[config.mk]
export PLATFORM = sky130hd
export DESIGN_NAME = irq_cascade_encoder
export DESIGN_NICKNAME = d
export VERILOG_FILES = /design/src/rtl/irq_enc_pkg.sv /design/src/rtl/irq_mask_regs.sv /design/src/rtl/irq_group_enc.sv /design/src/rtl/irq_cascade_encoder.sv
export SDC_FILE = /design/constraint.sdc
export NUM_CORES = 1
export LEC_CHECK = 0
export BUFFER_PORTS_ARGS = -buffer_cell sky130_fd_sc_hd__buf_2
export CAP_MARGIN = 20
export CORE_ASPECT_RATIO = 1.4
export CORE_UTILIZATION = 29
export CTS_BUF_LIST = sky130_fd_sc_hd__clkbuf_4 sky130_fd_sc_hd__clkbuf_8
export DETAILED_ROUTE_END_ITERATION = 12
export GPL_TIMING_DRIVEN = 0
export MAX_ROUTING_LAYER = met4
export PLACE_DENSITY = 0.51
export SLEW_MARGIN = 20
export SYNTH_ARGS = -nofsm -noshare
export SYNTH_HDL_FRONTEND = slang
export SYNTH_SLANG_ARGS = --single-unit
[constraint.sdc]
create_clock -name clk -period 3.5 [get_ports clk]
set_input_delay 0 -clock clk [delete_from_list [all_inputs] [get_ports clk]]
set_output_delay 0 -clock clk [all_outputs]
set_load 0.005 [all_outputs]
[src/rtl/irq_enc_pkg.sv]
package irq_enc_pkg;
  localparam int STAT_W        = 32;
  localparam int CRIT_PRES_BIT = 10;
  localparam int CRIT_IDX_LSB  = 8;
  localparam int MAIN_PRES_BIT = 21;
  localparam int MAIN_IDX_LSB  = 16;
  localparam int PER_PRES_BIT  = 29;
  localparam int PER_IDX_LSB   = 24;

  // index of the lowest set bit among the first n bits, or n if none
  function automatic int lowest_set(input logic [31:0] v, input int n);
    int r;
    r = n;
    for (int i = n - 1; i >= 0; i--) begin
      if (v[i]) r = i;
    end
    return r;
  endfunction

  // true when no bit below position idx is set
  function automatic logic none_below(input logic [31:0] v, input int idx);
    logic ok;
    ok = 1'b1;
    for (int i = 0; i < 32; i++) begin
      if (i < idx && v[i]) ok = 1'b0;
    end
    return ok;
  endfunction
endpackage

[src/rtl/irq_mask_regs.sv]
module irq_mask_regs #(
  parameter int MAIN_N = 17,
  parameter int PER_N  = 32,
  parameter int DW     = 32
) (
  input  logic              clk,
  input  logic              rst_n,
  input  logic              wr_en_i,
  input  logic              wr_sel_i,
  input  logic [DW-1:0]     wr_data_i,
  output logic [MAIN_N-1:0] main_mask_o,
  output logic [PER_N-1:0]  per_mask_o
);
  logic wr_main, wr_per;
  assign wr_main = wr_en_i && !wr_sel_i;
  assign wr_per  = wr_en_i &&  wr_sel_i;

  // data bit order is reversed: source n sits at bit (N-1-n)
  for (genvar n = 0; n < MAIN_N; n++) begin : g_main
    always_ff @(posedge clk or negedge rst_n) begin
      if (!rst_n)       main_mask_o[n] <= 1'b1;
      else if (wr_main) main_mask_o[n] <= wr_data_i[MAIN_N-1-n];
    end
  end

  for (genvar n = 0; n < PER_N; n++) begin : g_per
    always_ff @(posedge clk or negedge rst_n) begin
      if (!rst_n)      per_mask_o[n] <= 1'b1;
      else if (wr_per) per_mask_o[n] <= wr_data_i[PER_N-1-n];
    end
  end

  AST_MASK_HOLD: assert property (@(posedge clk) disable iff (!rst_n)
    !wr_en_i |=> ($stable(main_mask_o) && $stable(per_mask_o)));
  AST_MAIN_LOAD: assert property (@(posedge clk) disable iff (!rst_n)
    wr_main |=> (main_mask_o[0] == $past(wr_data_i[MAIN_N-1])));
endmodule

[src/rtl/irq_group_enc.sv]
module irq_group_enc
  import irq_enc_pkg::*;
#(
  parameter int N  = 4,
  parameter int IW = (N > 1) ? $clog2(N) : 1
) (
  input  logic          clk,
  input  logic          rst_n,
  input  logic [N-1:0]  req_i,
  input  logic [N-1:0]  mask_i,
  output logic          present_o,
  output logic [IW-1:0] idx_o
);
  logic [N-1:0]  active_w;
  logic [31:0]   active_ext;
  int            win;

  assign active_w   = req_i & ~mask_i;
  assign active_ext = 32'(active_w);

  always_comb begin
    win       = lowest_set(active_ext, N);
    present_o = (win < N);
    idx_o     = present_o ? IW'(win) : '0;
  end

  AST_GRP_WINNER_ACTIVE: assert property (@(posedge clk) disable iff (!rst_n)
    present_o |-> active_ext[idx_o]);
  AST_GRP_LOWEST: assert property (@(posedge clk) disable iff (!rst_n)
    present_o |-> none_below(active_ext, int'(idx_o)));
  AST_GRP_IDLE: assert property (@(posedge clk) disable iff (!rst_n)
    (active_w == '0) |-> (!present_o && idx_o == '0));
endmodule

[src/rtl/irq_cascade_encoder.sv]
module irq_cascade_encoder
  import irq_enc_pkg::*;
#(
  parameter int CRIT_N    = 4,
  parameter int MAIN_N    = 17,
  parameter int PER_N     = 32,
  parameter int CASC_CRIT = 2,
  parameter int CASC_MAIN = 4,
  parameter int DMA_SLOT  = 0
) (
  input  logic              clk,
  input  logic              rst_n,
  input  logic [CRIT_N-1:0] crit_src_i,
  input  logic [MAIN_N-1:0] main_src_i,
  input  logic [PER_N-1:0]  per_src_i,
  input  logic              dma_pend_i,
  input  logic              wr_en_i,
  input  logic              wr_sel_i,
  input  logic [31:0]       wr_data_i,
  output logic [31:0]       status_o,
  output logic              irq_o
);
  localparam int CRIT_IW = $clog2(CRIT_N);
  localparam int MAIN_IW = $clog2(MAIN_N);
  localparam int PER_IW  = $clog2(PER_N);

  logic [MAIN_N-1:0]  main_mask;
  logic [PER_N-1:0]   per_mask;
  logic [CRIT_N-1:0]  crit_req;
  logic [MAIN_N-1:0]  main_req;
  logic [PER_N-1:0]   per_req;
  logic               crit_pres, main_pres, per_pres;
  logic [CRIT_IW-1:0] crit_idx;
  logic [MAIN_IW-1:0] main_idx;
  logic [PER_IW-1:0]  per_idx;
  logic [STAT_W-1:0]  status_d;
  logic               any_pres;

  irq_mask_regs #(.MAIN_N(MAIN_N), .PER_N(PER_N), .DW(32)) u_masks (
    .clk(clk), .rst_n(rst_n), .wr_en_i(wr_en_i), .wr_sel_i(wr_sel_i),
    .wr_data_i(wr_data_i), .main_mask_o(main_mask), .per_mask_o(per_mask)
  );

  // cascade slots replace the external lines at those positions
  always_comb begin
    per_req           = per_src_i;
    per_req[DMA_SLOT] = dma_pend_i;
    crit_req            = crit_src_i;
    crit_req[CASC_CRIT] = per_pres;
    main_req            = main_src_i;
    main_req[CASC_MAIN] = per_pres;
  end

  irq_group_enc #(.N(PER_N), .IW(PER_IW)) u_per (
    .clk(clk), .rst_n(rst_n), .req_i(per_req), .mask_i(per_mask),
    .present_o(per_pres), .idx_o(per_idx)
  );
  irq_group_enc #(.N(CRIT_N), .IW(CRIT_IW)) u_crit (
    .clk(clk), .rst_n(rst_n), .req_i(crit_req), .mask_i('0),
    .present_o(crit_pres), .idx_o(crit_idx)
  );
  irq_group_enc #(.N(MAIN_N), .IW(MAIN_IW)) u_main (
    .clk(clk), .rst_n(rst_n), .req_i(main_req), .mask_i(main_mask),
    .present_o(main_pres), .idx_o(main_idx)
  );

  always_comb begin
    status_d = '0;
    status_d[CRIT_PRES_BIT]              = crit_pres;
    status_d[CRIT_IDX_LSB +: CRIT_IW]    = crit_idx;
    status_d[MAIN_PRES_BIT]              = main_pres;
    status_d[MAIN_IDX_LSB +: MAIN_IW]    = main_idx;
    status_d[PER_PRES_BIT]               = per_pres;
    status_d[PER_IDX_LSB +: PER_IW]      = per_idx;
  end

  assign any_pres = crit_pres | main_pres | per_pres;

  always_ff @(posedge clk or negedge rst_n) begin
    if (!rst_n) begin
      status_o <= '0;
      irq_o    <= 1'b0;
    end else begin
      status_o <= status_d;
      irq_o    <= any_pres;
    end
  end

  AST_IRQ_FOLLOWS: assert property (@(posedge clk) disable iff (!rst_n)
    any_pres |=> irq_o);
  AST_IDLE_ZERO: assert property (@(posedge clk) disable iff (!rst_n)
    !irq_o |-> (status_o == '0));
  AST_CRIT_CASCADE: assert property (@(posedge clk) disable iff (!rst_n)
    per_pres |=> (status_o[CRIT_PRES_BIT] &&
                  status_o[CRIT_IDX_LSB +: CRIT_IW] <= CRIT_IW'(CASC_CRIT)));
  AST_DMA_SLOT: assert property (@(posedge clk) disable iff (!rst_n)
    (dma_pend_i && !per_mask[DMA_SLOT]) |=>
      (status_o[PER_PRES_BIT] && status_o[PER_IDX_LSB +: PER_IW] == '0));
endmodule

==> flow_summary.ini <==
[global_routing]
track_usage_pct = 16.20
grt_first_pass_wirelength_mm = 14.11
grt_overflow_total = 0
grt_pass1_vias = 2873
grt_max_degree = 41
antenna_found_initial = 0

[timing]
finalCriticalPeriod_ns = 2.884
max_freq_mhz = 346.8
post-route-period-util_pct = 82.39
finalWorstSetupSlack_ns = 0.6165
final-max-slew-violation-count = 0
finalClockSkew_ns = 0.003788
relSlewSlack_pct = 54.84
finalSetupViolCount = 0
tightest_slew_ns = 0.6774
rsz0062_at_grt = false
hold_viol = 0
finalSetupTns_ns = 0

[placed_design]
dp_slack_ns = 0.8698
dp_cells = 570
dpl.hpwl_mm = 7.144
placement.io_buffers = 102
gp_congestion = 0.7870

[floorplan]
start_util_pct = 29.98
core_sq_um = 11400
die_y_microns = 130.4
die_x_microns = 93.74
row_count = 46
die_area_sq_um = 12230
io_pins = 123

[detailed_routing]
vias = 2815
remaining_drc_errors = 0
antenna_left = 0
routed_wl_mm = 8.932
routedWlPerCell_microns = 14.31
dr.pass1.iters = 5
drt-vias-per-instance = 4.511
initialDrtViolationCount = 77

[worst_setup_path]
reg2reg_from = u_masks.per_mask_o[0]
crit_arrival_ns = 3.13
worstPathCellList = and2b_1 > or4_4 > nor4_4 > nand2_1 > nor2_1 > nor3_1 > dlygate4sd3_1
critical-path-max-stage-delay_ns = 0.55
critical_path.max_fanout = 5
critPathSlowestCell = dlygate4sd3_1
r2r_setup_slack_ns = 0.62
worstSetupPathType = reg -> reg
r2r-end = status_o[9]
cp_top_family = simple AND/OR/NAND/NOR gates
start_kind = flop
path_buf_inv = 1
reg2regPathDepth = 7
worstPathRequired_ns = 3.74
cp-end-kind = flop

[finish]
drive_gt1_share_pct = 50.42
n_fill_cell = 1166
num_antenna_cells = 0
regArea_sq_um = 1688
fin_cells = 624
nNetsFinal = 565
fin_util_pct = 41.83
multiInputGateArea_sq_um = 1609
layout-area-overhead-vs-synth_pct = 39.51

[yosys]
synth-async-reset-ratio_pct = 100.0
synth_edf_count = 0
synthDistinctLibCells = 42
synth_top_area_share_pct = 37.68
ys_top_cells_by_area = dfstp_2 (38%), mux2_2 (16%), dfrtp_1 (12%)
ys.flop_type = dfstp_2
netlist_area_sq_um = 3417
syn_inst = 307
syn-mean-instance-area_sq_um = 11.13
ys.warnings.count = 0
seq_area_frac_synth_pct = 49.40
yosysMostFrequentCell = dfstp_2
synth_commonest_cells = dfstp_2 (49), mux2_2 (48), nand2b_1 (30)
yosys.area.top_type = dfstp_2
ys_seq_elements = 65

[hold_path]
hp-start = main_src_i[1]
min_path_cells = 4
hp-class = in -> reg
holdPathEnd = status_o[18]

[power]
power_density_nw_per_um2 = 433.2
ir_drop_v = 0.0001703
p_total_mw = 2.065
leakage_nw = 2.129

[run_status]
status = finished, final reports clean

[clocking]
clock_sinks = 65
htree_levels = 3
root_buffer = clkbuf_8
clkTransAtPathRegs_ns = 0.07
cts_made_buffers = 9
cts_resized = 0
cts_tree = built
clockBufferDepth = 2
post_cts_buffers = 0
clk_latency_ns = 0.36

[job]
drv_cap = 0
-- flip-flops by register name, indices dropped and copies added, names as in the netlist --
| signal | cells |
|---|---|
| u_masks.main_mask_o | 17 |
| irq_o | 1 |
| u_masks.per_mask_o | 32 |
| status_o | 15 |
-- per-stage QoR --
step           hold WS [ns]  cell area, sq um
2_1_floorplan       -0.2956              3477
3_3_place_gp         0.1903              4168
3_5_place_dp       -0.06535              4190
4_1_cts             0.01280              4767
5_1_grt             0.04421              4767
6_report            0.02017              4767
-- power by group --
group	switching, mW	internal [mW]	leakage (nW)
combinational	0.225	0.253	1.32
clock	0.286	0.340	0.106
sequential	0.0462	0.914	0.706
-- per-layer routing --
layer	routed length, microns	up-vias	part of all wire, %	global-route usage, %
li1	-	1392	-	-
met1	3501	1332	39	17.64
met2	4858	77	54	28.51
met3	349	14	3.9	2.315
met4	222	0	2.5	8.416
met5	0	-	0	-
-- placed cells by master (no fill, tap or decap), types with 2 or more instances in the layout --
cell,Yosys,routed
buf_2,0,101
dfstp_2,49,49
mux2_2,48,48
dlygate4sd3_1,0,38
nand2b_1,30,30
nor2b_1,24,24
buf_4,17,18
conb_1,1,17
nand2_1,16,16
dfrtp_1,16,16
clkbuf_8,0,13
o21ai_0,12,12
nor2_1,11,11
a21oi_1,11,11
inv_1,9,9
nor3_1,6,6
nor4_1,5,5
nand3_1,5,5
a211oi_1,5,5
a31oi_1,4,4
buf_1,4,4
nand4_1,3,3
o2111ai_1,3,3
o31ai_1,3,3
or4_4,2,2
o311ai_0,2,2
o21bai_1,2,2
o311a_1,2,2
clkinv_2,0,2
-- worst reg2reg max path, delay by kind of cell (launching register included) --
| kind | cells | cell delay [ns] |
|---|---|---|
| buffers and inverters | 1 | 0.55 |
| DFF | 1 | 0.52 |
| and+or+nand+nor | 6 | 1.69 |
-- layout make-up --
class,instances,area share (%)
Sequential cell,65,35.41
Multi-Input combinational cell,227,33.75
Timing Repair Buffer,141,19.16
Clock buffer,14,3.911
Tap cell,144,3.780
Buffer,22,3.071
Inverter,9,0.7087
Clock inverter,2,0.2100
-- cell families after synthesis --
family                 after synthesis  synth area share (%)
AO/OA/AOI/OAI                       49                 9.630
buffers and inverters               31                 5.272
flip-flops                          65                 49.40
multiplexers                        48                 15.82
other                                1                0.1097
AND/OR/NAND/NOR                    113                 19.77
-- repair_timing --
action,CTS,global route
setup endpoints to repair,0,0
endpoints found under the hold margin,88,0
hold buffers,38,0
-- worst max path at each step --
stage | startpoint | to | slack [ns] | cells after the start
after floorplan | u_masks.per_mask_o[0] | irq_o | 1.16 | 6
after global placement | u_masks.per_mask_o[0] | status_o[20] | 0.84 | 6
after detailed placement | u_masks.per_mask_o[0] | irq_o | 0.87 | 6
after CTS | u_masks.per_mask_o[0] | status_o[9] | 0.59 | 7
after global routing | u_masks.per_mask_o[0] | status_o[9] | 0.47 | 7
final | u_masks.per_mask_o[0] | status_o[9] | 0.62 | 7
No activity file was read; power rests on OpenSTA's default activity.
